===== src/rtl/txe_emu_buf.sv =====
module txe_emu_buf #(
  parameter int DATA_W = 8,
  parameter int DLY_W  = 16
) (
  input  logic              clk,
  input  logic              rst,
  input  logic              fifo_clr,
  input  logic              emu_en,
  input  logic [DLY_W-1:0]  dly_reload,
  input  logic              host_wr,
  input  logic [DATA_W-1:0] host_wdata,
  input  logic              mpu_rd,
  output logic [DATA_W-1:0] mpu_rdata,
  output logic              host_thre,
  output logic              host_temt,
  output logic              mpu_thre,
  output logic              mpu_temt,
  output logic              mpu_req
);

  logic              hold_full, buf_full;
  logic [DATA_W-1:0] hold_data, buf_data;
  logic [DLY_W-1:0]  dly_cnt;

  wire timed_out = (dly_cnt == '0);
  wire gate_ok   = timed_out | ~emu_en;
  wire buf_free  = ~buf_full | mpu_rd;
  wire xfer      = hold_full & buf_free & gate_ok;
  wire clr       = rst | fifo_clr;

  always_ff @(posedge clk) begin
    if (clr) begin
      hold_full <= 1'b0;
      hold_data <= '0;
    end else if (host_wr) begin
      hold_full <= 1'b1;
      hold_data <= host_wdata;
    end else if (xfer) begin
      hold_full <= 1'b0;
    end
  end

  always_ff @(posedge clk) begin
    if (clr) begin
      buf_full <= 1'b0;
      buf_data <= '0;
    end else if (xfer) begin
      buf_full <= 1'b1;
      buf_data <= hold_data;
    end else if (mpu_rd) begin
      buf_full <= 1'b0;
    end
  end

  always_ff @(posedge clk) begin
    if (clr)
      dly_cnt <= '0;
    else if (xfer)
      dly_cnt <= dly_reload;
    else if (!timed_out)
      dly_cnt <= dly_cnt - 1'b1;
  end

  assign mpu_rdata = buf_data;
  assign host_thre = ~hold_full;
  assign mpu_thre  = ~hold_full;
  assign mpu_temt  = ~buf_full;
  assign mpu_req   = buf_full;
  assign host_temt = ~hold_full & ~buf_full & (timed_out | ~emu_en);

  AST_BLOCKED_WHILE_TIMING: assert property (@(posedge clk) disable iff (rst)
    (emu_en && !timed_out && hold_full && !host_wr && !fifo_clr) |=> hold_full);

  AST_RELOAD_ON_XFER: assert property (@(posedge clk) disable iff (rst)
    ($past(hold_full) && !$past(host_wr) && !hold_full && !$past(fifo_clr) && !$past(rst))
      |-> (dly_cnt == $past(dly_reload)));

  AST_CLEAR_STATE: assert property (@(posedge clk) disable iff (rst)
    fifo_clr |=> (host_thre && host_temt && mpu_temt && !mpu_req));

  AST_TEMT_ORDER: assert property (@(posedge clk) disable iff (rst)
    host_temt |-> (host_thre && mpu_temt));

  AST_OVERWRITE: assert property (@(posedge clk) disable iff (rst)
    (host_wr && hold_full && !fifo_clr) |=> (hold_full && hold_data == $past(host_wdata)));

  AST_NO_DROP: assert property (@(posedge clk) disable iff (rst)
    (buf_full && !mpu_rd && !fifo_clr) |=> (mpu_req && $stable(mpu_rdata)));

endmodule


===== config.mk =====
export PLATFORM = sky130hd
export DESIGN_NAME = txe_emu_buf
export DESIGN_NICKNAME = d
export VERILOG_FILES = /design/src/rtl/txe_emu_buf.sv
export SDC_FILE = /design/constraint.sdc
export NUM_CORES = 1
export LEC_CHECK = 0
export ABC_AREA = 1
export BUFFER_PORTS_ARGS = -buffer_cell sky130_fd_sc_hd__buf_4
export CORE_MARGIN = 2
export CORE_UTILIZATION = 40
export CTS_CLUSTER_SIZE = 24
export DETAILED_ROUTE_END_ITERATION = 10
export PLACE_DENSITY = 0.64
export SLEW_MARGIN = 0
export SYNTH_ARGS = -nofsm -noshare
export SYNTH_HDL_FRONTEND = slang
export SYNTH_SLANG_ARGS = --single-unit

===== constraint.sdc =====
create_clock -name clk -period 4.7 [get_ports clk]
set_input_delay 0.94 -clock clk [delete_from_list [all_inputs] [get_ports clk]]
set_output_delay 0.94 -clock clk [all_outputs]
set_load 0.02 [all_outputs]

# Word level (Yosys, flattened, before mapping)
# Cells that the tools add are included.
# classes
n_bitwise	10
n_eq_ne	1
reduce_logical	3
muxes	6
add_sub_neg	1
# ops
operator	count
$mux 16	2
$logic_not 16->1	1
$sub 16x1->16 const B	1
$and 1x1->1	4
$mux 1	4
$reduce_bool 2->1	2
$not 1->1	3
$or 1x1->1	3
$ne 2x1->1 const B	1
# word_totals
input_bits	30
wordCells	26
output_inout_bits	13
register_bits	34

# Longest topological paths before layout
# Gate-level depths: netlist of run 1.
# logic_depth
word_depth	6
ltp_mapped	12
ltp_nobuf	11

# Least setup slack after synthesis of run 1
# OpenSTA, ideal clock, no wires.
# synth_path
path_kind	input -> output
start	input emu_en
end	output host_temt
path_buffers	1
t_required_ps	3760
t_arrival_ps	1485
cell_stages	4
slack_ps	2275
path_cell_list	nand2_2 > buf_4 > nand2_1 > nor2_1
# synth_between
elab_chain_cells	3
# synth_rtl
element	line_no	text
start: declaration	8	input logic emu_en,
$not 1->1	69	assign host_temt = ~hold_full & ~buf_full & (timed_out | ~emu_en);
$or 1x1->1	69	
$and 1x1->1	69	
end: declaration	15	output logic host_temt,
# Every way passes these cells.

# Worst setup path after layout of run 1
# layout_path
start	register dly_cnt[0]
end	output host_temt
# layout_between
elab_chain_cells	3
# layout_rtl
element	line_no	text
start: declaration	23	logic [DLY_W-1:0] dly_cnt;
start signal: assignment	59	dly_cnt <= dly_reload;
start signal: assignment	61	dly_cnt <= dly_cnt - 1'b1;
$logic_not 16->1	25	wire timed_out = (dly_cnt == '0);
$or 1x1->1	69	
$and 1x1->1	69	
# Every way passes these cells.

==> results of run 1 <==
==> layout by cell type (no fill, tap or decap) <==
master      instances
nand2_1            68
nor2_1             50
buf_4              42
dfxtp_1            34
nand3_1            20
inv_1              16
a21oi_1            14
o21ai_0             9
nand3b_1            7
nand2_2             6
clkbuf_8            5
o21ai_2             4
xnor2_1             4
nor2_2              3
inv_2               2
xor2_1              2
clkinv_1            2
a21oi_2             2
clkinvlp_4          2
nor2_4              1
or2_1               1
and3_1              1
nand2_4             1
and2_1              1
or2_2               1
ha_1                1
bufinv_16           1
==> worst max-delay path by stage <==
stage          slack (ns)                 endpoint               startpoint  depth (start not counted)
3_5_place_dp         2.01  dly_cnt[1]$_SDFFE_PP0P_                 fifo_clr                          6
4_1_cts              1.93                host_temt  dly_cnt[0]$_SDFFE_PP0P_                          9
6_report             1.97                host_temt  dly_cnt[0]$_SDFFE_PP0P_                          9
2_1_floorplan        2.27                host_temt                   emu_en                          4
3_3_place_gp         2.09  dly_cnt[1]$_SDFFE_PP0P_                 fifo_clr                          6
5_1_grt              1.79                host_temt  dly_cnt[0]$_SDFFE_PP0P_                          9
==> registers in the layout, summed over array words and instances, names as in the netlist <==
| register | cells |
|---|---|
| hold_data | 8 |
| dly_cnt | 16 |
| mpu_rdata | 8 |
| mpu_req | 1 |
| hold_full | 1 |
==> layer usage <==
layer / vias to the layer above / share of wire [%] / GRT usage [%]
met2: 27 / 46 / 26.2
li1: 894 / - / -
met1: 726 / 49 / 23.3
met5: - / 0 / 0
met4: 0 / 0.53 / 4.27
met3: 2 / 3.7 / 4.76
==> power by group <==
group	switching (W)	total, W	internal [W]
clock	0.000113	0.000271	0.000158
combinational	0.000509	0.000830	0.000321
sequential	0.0000536	0.000401	0.000347
==> final cells by class <==
type	instances	area, um2	area share, %
Multi-Input combinational cell	196	932	42.7
Inverter	20	75.1	3.44
Sequential cell	34	681	31.2
Timing Repair Buffer	42	315	14.4
Tap cell	52	65.1	2.98
Clock inverter	3	45.0	2.06
Clock buffer	5	68.8	3.15
==> worst register-to-register path, cell delays in order (launching register included) <==
cell and delay (ns):
dfxtp_1 0.34, inv_1 0.08, ha_1 0.20, nand2_2 0.11
nor2_2 0.15, nand2_2 0.09, nand2_2 0.22, nand2_2 0.42
o21ai_0 0.42, nor2_1 0.06
==> stage by stage <==
stage                     hold WS (ns)  total power, W  instance area, um2
after floorplan                  0.438         0.00108                1750
after global placement           0.448         0.00123                2070
after detailed placement         0.450         0.00124                2070
after CTS                        0.465         0.00151                2180
after global routing             0.499         0.00165                2180
final                            0.466         0.00150                2180
==> cells by family after synthesis <==
| kind of cell | count (synthesis) | share of synthesized area, % |
|---|---|---|
| compound gates | 29 | 9.56 |
| xor+xnor | 6 | 3.00 |
| fa+ha+maj | 1 | 0.714 |
| flops | 34 | 38.8 |
| simple gates | 160 | 39.9 |
| buf+inv | 30 | 7.99 |
==> key figures, run 1 <==
Outcome
  • Status: complete, no violations

Routing
  • DRT iter0 DRCs: 89
  • Post-route ant nets: 0
  • DR vias: 1,649
  • DR vias/cell: 4.68
  • Iteration count of the initial detailed-routing pass: 6
  • Residual DRC count: 0
  • Routed len/inst: 11.2 um
  • Final wirelength: 3950 um

Finish
  • Ant diodes: 0
  • Layout Nets: 330
  • Filler cells: 451
  • Post-Layout Cell Count: 352
  • Area Overhead vs Synth: 24.5%
  • Layout cells sized above 1: 23.3%
  • Final core utilization: 50.8%

Placement
  • GPL Wtd Cong: 0.773
  • Port buffer count: 42
  • Placed cell count: 344
  • Worst slack, placed: 2.01 ns
  • HPWL after DPL: 2910 um

Setup path
  • Slowest stage delay, CP: 0.34 ns
  • RR Endpoint: mpu_rdata[3]$_SDFFE_PP0P_
  • Worst Path Buf+Inv: 2
  • Crit path kind: flip-flop to output pin
  • CP Launch Type: flip-flop
  • Crit path max-delay family: simple AND/OR/NAND/NOR gates
  • Crit path arrival time: 1.79 ns
  • Setup slack, reg-to-reg: 2.50 ns
  • WP data required: 3.76 ns
  • CP dominant cell by count: nand2_2
  • Worst path cell trace: inv_1 > ha_1 > nand2_2 > nor2_2 > nand2_2 > nand2_2 > nand2_1 > nor2_1 > buf_4
  • Max FO, Critical Path: 12
  • Worst reg2reg path depth: 9
  • Worst path slowest cell: dfxtp_1
  • Critical path endpoint category: output pin
  • Worst R2R Start: dly_cnt[0]$_SDFFE_PP0P_

Die
  • Core box area: 0.00429 mm2
  • Die Wd: 70.2 um
  • Die area: 0.00493 mm2
  • Initial Util: 40.8%
  • Chip height: 70.2 um
  • Num ports: 43
  • Cell Rows: 24

Pwr
  • VDD IR max: 0.341 mV
  • Leakage: 1.01 nW
  • Pwr Density: 688 mW/mm2

Timing
  • Worst slew pin tran: 0.713 ns
  • Slew Limit Fails: 0
  • Final Hold Vio Count: 0
  • Setup Skew: 0.00426 ns
  • Setup WS post-layout: 1.97 ns
  • Fin Setup TNS: 0 ns
  • Worst slew margin: 52.3%
  • Fin crit share: 58.1%
  • Fin crit period: 2.73 ns
  • RSZ-0062 raised after global routing: no
  • Maximum clock frequency: 366 MHz
  • Setup violators final: 0

GRT
  • GRT Overall Usage: 16.9%
  • Vias in the first global route: 1,475
  • Initial antenna violation count: 0
  • Total grt overflow: 0
  • Largest net degree at the start of global routing: 30
  • First-pass GRT wire length: 6630 um

Run
  • Max-cap violations: 0

Synthesis
  • Syn avg cell area: 6.74 um2
  • Most used DFF post-synth: dfxtp_1
  • Top cells by count, synth: 68 x nand2_1, 50 x nor2_1, 34 x dfxtp_1, 20 x nand3_1, 16 x inv_1
  • Netlist cell types: 28
  • #FFs+latches synth: 34
  • Ys async rst share: 0%
  • Yosys Warn Count: 0
  • Area contributors post-synth: dfxtp_1 39%, nand2_1 15%, nor2_1 11%, nand3_1 5.7%, a21oi_1 4.0%
  • Syn Inst Count: 260
  • Leading area contributor after synthesis: dfxtp_1
  • Synth top area share: 38.8%
  • Post-synth EDFFs: 0
  • Post-synthesis sequential area ratio: 38.8%
  • Synthesized cell area: 0.00175 mm2
  • Most common cell in the netlist: nand2_1
  • Mapped Nets: 291

Clock tree
  • # hold bufs at CTS: 0
  • Resize count post-CTS: 0
  • Clock transition at path regs: 0.08 ns
  • Root buffer cell: clkbuf_8
  • Post-CTS setup buffers: 0
  • Maximum root-to-sink buffer count: 2
  • Number of H-tree levels: 2
  • Worst skew pair latency: 0.28 ns
  • CTS Sinks: 34
  • CTS buffer count: 5
  • TritonCTS clock tree: yes

Hold path
  • Origin of the worst min-delay path: hold_data[7]$_SDFFE_PP0P_
  • Worst min path class: flip-flop to flip-flop
  • Worst hold path endpoint: hold_data[7]$_SDFFE_PP0P_
  • Hold Path Cell Cnt: 2
Power figures use the tool's default switching activity.
==> run 2, diff against run 1 <==
--- a/config.mk
+++ b/config.mk
@@ -11,7 +11,7 @@
 export CORE_UTILIZATION = 40
 export CTS_CLUSTER_SIZE = 24
 export DETAILED_ROUTE_END_ITERATION = 10
-export PLACE_DENSITY = 0.64
+export PLACE_DENSITY = 0.66
 export SLEW_MARGIN = 0
 export SYNTH_ARGS = -nofsm -noshare
 export SYNTH_HDL_FRONTEND = slang
==> constraint.sdc (replaced) <==
create_clock -name clk -period 2.2 [get_ports clk]
set_input_delay 0.44 -clock clk [delete_from_list [all_inputs] [get_ports clk]]
set_output_delay 0.44 -clock clk [all_outputs]
set_load 0.02 [all_outputs]
==> key figures, run 2 (synthesis results as in run 1) <==
Die
  • Die area: 0.00493 mm2 (unchanged)
  • Num ports: 43 (unchanged)
  • Chip height: 70.2 um (unchanged)
  • Cell Rows: 24 (unchanged)
  • Core box area: 0.00429 mm2 (unchanged)
  • Initial Util: 40.8% (unchanged)
  • Die Wd: 70.2 um (unchanged)

Clock tree
  • TritonCTS clock tree: yes
  • CTS buffer count: 5 (unchanged)
  • Clock transition at path regs: 0.08 ns (about the same)
  • # hold bufs at CTS: 0 (unchanged)
  • Resize count post-CTS: 0 (unchanged)
  • Post-CTS setup buffers: 0 (unchanged)
  • Worst skew pair latency: 0.29 ns (about the same)
  • Root buffer cell: clkbuf_8
  • Number of H-tree levels: 2 (unchanged)
  • CTS Sinks: 34 (unchanged)
  • Maximum root-to-sink buffer count: 2 (unchanged)

Routing
  • DRT iter0 DRCs: 44 (-51%)
  • Routed len/inst: 11.0 um (-1.7%)
  • Final wirelength: 3920 um (-0.89%)
  • Post-route ant nets: 0 (unchanged)
  • Residual DRC count: 0 (unchanged)
  • Iteration count of the initial detailed-routing pass: 6 (unchanged)
  • DR vias/cell: 4.61 (-1.6%)
  • DR vias: 1,636 (-0.79%)

Pwr
  • VDD IR max: 0.597 mV (+75%)
  • Switch Pwr: 0.00145 W (+110%)
  • Clock power share: 18.3% (+0.3 points)
  • Sequential power share: 26.5% (-0.2 points)
  • Internal Power: 0.00179 W (+120%)
  • Pwr Density: 1460 mW/mm2 (+110%)
  • Combinational Power Share: 55.3% (about the same)
  • Leakage: 1.03 nW (+2.0%)
  • Sw frac: 44.7% (-0.28 points)

Finish
  • Filler cells: 439 (-2.7%)
  • Most flops, register: dly_cnt
  • Most common cell after layout, fill and taps aside: nand2_1
  • Area Overhead vs Synth: 26.5%
  • Fin area: 0.00222 mm2 (+1.6%)
  • Number of flip-flops in the largest register: 16 (unchanged)
  • Layout cells sized above 1: 24.1% (+0.76 points)
  • Most frequent cells in the layout: 68 x nand2_1, 50 x nor2_1, 44 x buf_4
  • Layout Nets: 333 (+0.91%)
  • Ant diodes: 0 (unchanged)

Run
  • Max-cap violations: 0 (unchanged)

Placement
  • Cell Area, Placed: 0.00210 mm2 (+1.7%)
  • GPL Wtd Cong: 0.811 (+4.9%)
  • HPWL after DPL: 2970 um (+1.9%)
  • Worst slack, placed: 0.434 ns (-1.58 ns)
  • Port buffer count: 42 (unchanged)

GRT
  • First-pass GRT wire length: 6650 um (+0.32%)
  • Total grt overflow: 0 (unchanged)
  • Vias in the first global route: 1,522 (+3.2%)
  • GRT Overall Usage: 17.0% (+0.066 points)
  • Largest net degree at the start of global routing: 22 (-27%)
  • Initial antenna violation count: 0 (unchanged)

Setup path
  • Slowest stage delay, CP: 0.34 ns (about the same)
  • Worst path slowest cell: dfxtp_1
  • Worst Path Buf+Inv: 2 (unchanged)
  • CP dominant cell by count: nand2_2
  • Worst path cell trace: inv_1 > ha_1 > nand2_2 > nor2_2 > nand2_2 > nand2_2 > nand2_1 > nor2_1 > buf_4
  • Instance count on the critical path: 9 (unchanged)
  • Crit path kind: flip-flop to output pin
  • Setup slack, reg-to-reg: 0.41 ns (-2.09 ns)
  • CP Launch Type: flip-flop
  • Crit path max-delay family: simple AND/OR/NAND/NOR gates
  • Crit path arrival time: 1.60 ns (-0.19 ns)
  • WP data required: 1.76 ns (-2.00 ns)
  • CP startpoint: dly_cnt[0]$_SDFFE_PP0P_
  • Critical path endpoint category: output pin
  • Worst R2R Start: dly_cnt[0]$_SDFFE_PP0P_
  • Max FO, Critical Path: 4 (-8)
  • CP Capture Point: host_temt
  • Worst reg2reg path depth: 8 (-1)
  • RR Endpoint: dly_cnt[12]$_SDFFE_PP0P_

Timing
  • Setup Skew: 0.00653 ns (+0.00227 ns)
  • Worst slew pin tran: 0.563 ns (-0.151 ns)
  • Fin crit share: 92.9%
  • Setup WS post-layout: 0.157 ns (-1.81 ns)
  • Setup violators final: 0 (unchanged)
  • Fin Setup TNS: 0 ns (unchanged)
  • Fin crit period: 2.04 ns
  • WHS: 0.374 ns (-0.0914 ns)
  • Slew Limit Fails: 0 (unchanged)
  • Worst slew margin: 62.5% (+10 points)
  • Maximum clock frequency: 489 MHz
  • RSZ-0062 raised after global routing: no
  • Final Hold Vio Count: 0 (unchanged)

Hold path
  • Worst min path class: input port to flip-flop
  • Hold Path Cell Cnt: 3 (+1)

Outcome
  • Status: complete, no violations
[run 2: worst register-to-register path, cell delays in order (launching register included)]
cell	delay (ns)
dfxtp_1	0.34
inv_1	0.08
ha_1	0.19
nand2_2	0.10
nor2_2	0.15
nand2_2	0.08
a21oi_2	0.48
nand2_1	0.15
a21oi_1	0.16
[run 2: cell type report]
| class | count | area, um2 | area share, % |
|---|---|---|---|
| clock buffers | 5 | 68.8 | 3.10 |
| clock inverters | 3 | 45.0 | 2.03 |
| inverters | 20 | 75.1 | 3.39 |
| multi-input cells | 196 | 932 | 42.0 |
| flip-flops and latches | 34 | 681 | 30.7 |
| well taps | 52 | 65.1 | 2.93 |
| repair buffers | 45 | 350 | 15.8 |
[run 2: per-stage QoR]
stage	instances	util (%)	total power [W]
floorplan	260	-	0.00232
global placement	347	49.0	0.00265
detailed placement	347	49.0	0.00266
CTS	355	51.6	0.00326
global route	355	51.6	0.00358
finish	355	51.6	0.00324
[run 2: power by group through the flow]
| stage | combinational (W) | sequential, W | clock, W |
|---|---|---|---|
| after global routing | 0.00208 | 0.000878 | 0.000622 |
| final | 0.00179 | 0.000857 | 0.000591 |
| after floorplan | 0.00147 | 0.000847 | 0 |
| after global placement | 0.00178 | 0.000867 | 0 |
| after detailed placement | 0.00179 | 0.000867 | 0 |
| after CTS | 0.00180 | 0.000855 | 0.000600 |
[run 2: per-layer routing]
layer  up-vias  wire (um)  GRT usage (%)
li1        900          -              -
met1       705       1940           21.8
met2        26       1750           26.9
met3         5        171           5.19
met4         0         57           6.41
met5         -          0              0
[run 2: how the worst min path moves through the flow]
stage,start,to,slack (ns)
after floorplan,hold_data[7]$_SDFFE_PP0P_,hold_data[7]$_SDFFE_PP0P_,0.44
after global placement,hold_data[2]$_SDFFE_PP0P_,hold_data[2]$_SDFFE_PP0P_,0.45
after detailed placement,hold_data[7]$_SDFFE_PP0P_,hold_data[7]$_SDFFE_PP0P_,0.45
after CTS,dly_reload[4],dly_cnt[4]$_SDFFE_PP0P_,0.37
after global routing,dly_reload[4],dly_cnt[4]$_SDFFE_PP0P_,0.38
final,dly_reload[4],dly_cnt[4]$_SDFFE_PP0P_,0.37
==> run 3, diff against run 2 <==
--- a/config.mk
+++ b/config.mk
@@ -8,10 +8,11 @@
 export ABC_AREA = 1
 export BUFFER_PORTS_ARGS = -buffer_cell sky130_fd_sc_hd__buf_4
 export CORE_MARGIN = 2
-export CORE_UTILIZATION = 40
+export CORE_UTILIZATION = 44
 export CTS_CLUSTER_SIZE = 24
 export DETAILED_ROUTE_END_ITERATION = 10
-export PLACE_DENSITY = 0.66
+export GPL_TIMING_DRIVEN = 0
+export PLACE_DENSITY = 0.71
 export SLEW_MARGIN = 0
 export SYNTH_ARGS = -nofsm -noshare
 export SYNTH_HDL_FRONTEND = slang
==> key figures, run 3 (synthesis results as in run 1) <==
Timing
  • RSZ-0062 raised after global routing: no
  • Maximum clock frequency: 479 MHz (-2.2%)
  • Final Hold Vio Count: 0 (unchanged)
  • Fin crit share: 94.9% (+2.1 points)
  • Fin crit period: 2.09 ns (+0.0453 ns)
  • Setup Skew: 0.00452 ns (-0.00201 ns)
  • WHS: 0.373 ns (-0.00125 ns)
  • Slew Limit Fails: 0 (unchanged)
  • Setup WS post-layout: 0.112 ns (-0.0453 ns)
  • Worst slew pin tran: 0.476 ns (-0.0866 ns)
  • Fin Setup TNS: 0 ns (unchanged)
  • Setup violators final: 0 (unchanged)
  • Worst slew margin: 68.3% (+5.8 points)

Clock tree
  • Root buffer cell: clkbuf_8
  • CTS Sinks: 34 (unchanged)
  • # hold bufs at CTS: 0 (unchanged)
  • CTS buffer count: 5 (unchanged)
  • Number of H-tree levels: 2 (unchanged)
  • Clock transition at path regs: 0.08 ns (about the same)
  • TritonCTS clock tree: yes
  • Maximum root-to-sink buffer count: 2 (unchanged)
  • Worst skew pair latency: 0.29 ns (about the same)

Setup path
  • CP Launch Type: flip-flop
  • Slowest stage delay, CP: 0.35 ns (about the same)
  • Worst path slowest cell: dfxtp_1
  • Max FO, Critical Path: 4 (unchanged)
  • Crit path kind: flip-flop to output pin
  • CP dominant cell by count: nand2_2
  • Crit path arrival time: 1.65 ns (+0.05 ns)
  • WP data required: 1.76 ns (about the same)
  • Critical path endpoint category: output pin
  • Worst path cell trace: inv_2 > ha_4 > nand2_4 > nor2_4 > nand2_2 > nand2_2 > buf_6 > nand2_1 > nor2_1 > buf_4

Finish
  • Most common cell after layout, fill and taps aside: nand2_1
  • Number of flip-flops in the largest register: 16 (unchanged)
  • Most flops, register: dly_cnt
  • Layout cells sized above 1: 25.2% (+1.1 points)
  • Ant diodes: 0 (unchanged)
  • Most frequent cells in the layout: 68 x nand2_1, 50 x nor2_1, 44 x buf_4
  • Layout Nets: 340 (+2.1%)
  • Fin area: 0.00227 mm2 (+2.3%)
  • Filler cells: 392 (-11%)
  • Final core utilization: 60.6% (+9.0 points)
  • Area Overhead vs Synth: 29.4%

Die
  • Die area: 0.00451 mm2 (-8.6%)
  • Core box area: 0.00374 mm2 (-13%)
  • Num ports: 43 (unchanged)
  • Initial Util: 46.8% (+6.0 points)
  • Die Wd: 67.1 um (-4.4%)
  • Chip height: 67.1 um (-4.4%)
  • Cell Rows: 22 (-8.3%)

Placement
  • Worst slack, placed: 0.260 ns (-0.174 ns)
  • HPWL after DPL: 3100 um (+4.5%)
  • Port buffer count: 41 (-2.4%)
  • GPL Wtd Cong: 0.841 (+3.8%)
  • Cell Area, Placed: 0.00212 mm2 (+0.83%)

GRT
  • Largest net degree at the start of global routing: 13 (-41%)
  • Initial antenna violation count: 0 (unchanged)
  • Total grt overflow: 0 (unchanged)
  • First-pass GRT wire length: 6910 um (+3.9%)
  • Vias in the first global route: 1,566 (+2.9%)
  • GRT Overall Usage: 20.5% (+3.5 points)

Pwr
  • Sequential power share: 25.6% (-0.9 points)
  • Pwr Density: 1480 mW/mm2 (+1.1%)
  • Switch Pwr: 0.00150 W (+3.6%)
  • Sw frac: 44.8% (+0.061 points)
  • Internal Power: 0.00185 W (+3.3%)
  • Combinational Power Share: 57.0% (+1.7 points)
  • VDD IR max: 0.825 mV (+38%)
  • Clock power share: 17.4% (-0.9 points)
  • Leakage: 1.05 nW (+1.8%)

Routing
  • DR vias: 1,734 (+6.0%)
  • Post-route ant nets: 0 (unchanged)
  • Routed len/inst: 11.6 um (+5.2%)
  • DRT iter0 DRCs: 96 (+120%)
  • Residual DRC count: 0 (unchanged)
  • DR vias/cell: 4.84 (+5.1%)
  • Final wirelength: 4160 um (+6.1%)
  • Iteration count of the initial detailed-routing pass: 5 (-1)

Run
  • Max-cap violations: 0 (unchanged)

Outcome
  • Status: complete, no violations

Hold path
  • Worst min path class: input port to flip-flop
run 3: power groups by stage:
| stage | logic, W | registers [W] | clock network (W) |
|---|---|---|---|
| floorplan | 0.00147 | 0.000847 | 0 |
| global placement | 0.00177 | 0.000867 | 0 |
| detailed placement | 0.00180 | 0.000868 | 0 |
| CTS | 0.00187 | 0.000854 | 0.000595 |
| global route | 0.00219 | 0.000872 | 0.000625 |
| finish | 0.00191 | 0.000857 | 0.000584 |
run 3: metal layers:
| layer | GRT usage, % | up-vias | wire length (um) |
|---|---|---|---|
| met2 | 32.2 | 47 | 1870 |
| met5 | 0 | - | 0 |
| met4 | 7.65 | 0 | 57 |
| li1 | - | 916 | - |
| met3 | 4.73 | 7 | 225 |
| met1 | 27.3 | 764 | 2000 |
run 3: cell type report:
type | instances | area, um2 | area share (%)
sequential | 34 | 681 | 30.0
timing repair buffer | 42 | 315 | 13.9
tap | 48 | 60.1 | 2.65
clock inverter | 3 | 45.0 | 1.99
multi-input combinational | 196 | 955 | 42.1
inverter | 20 | 75.1 | 3.31
clock buffer | 5 | 68.8 | 3.03
buffer | 10 | 68.8 | 3.03
run 3: final timing paths:
path	slack [ns]	start	cells past startpoint	endpoint
setup / recovery	0.11	dly_cnt[0]$_SDFFE_PP0P_	10	host_temt
hold / removal	0.37	dly_reload[2]	3	dly_cnt[2]$_SDFFE_PP0P_
setup reg to reg	0.57	dly_cnt[0]$_SDFFE_PP0P_	11	dly_cnt[14]$_SDFFE_PP0P_
hold reg to reg	0.46	hold_data[7]$_SDFFE_PP0P_	2	hold_data[7]$_SDFFE_PP0P_
run 3: repair_timing:
item	4_1_cts	5_1_grt
gates cloned	0	0
resized for setup	3	3
setup buffers	1	0
endpoints found under the setup margin	1	1
run 3: critical path, delay by kind of cell, from the launching register on:
family	cells	cell delay (ns)
and+or+nand+nor	6	0.49
DFF	1	0.35
buffers and inverters	3	0.34
adders and majority gates	1	0.16
run 3: per-stage QoR:
stage	instances	total power, W
after floorplan	260	0.00232
after global routing	358	0.00368
after detailed placement	349	0.00267
after CTS	358	0.00332
final	358	0.00335
after global placement	349	0.00264
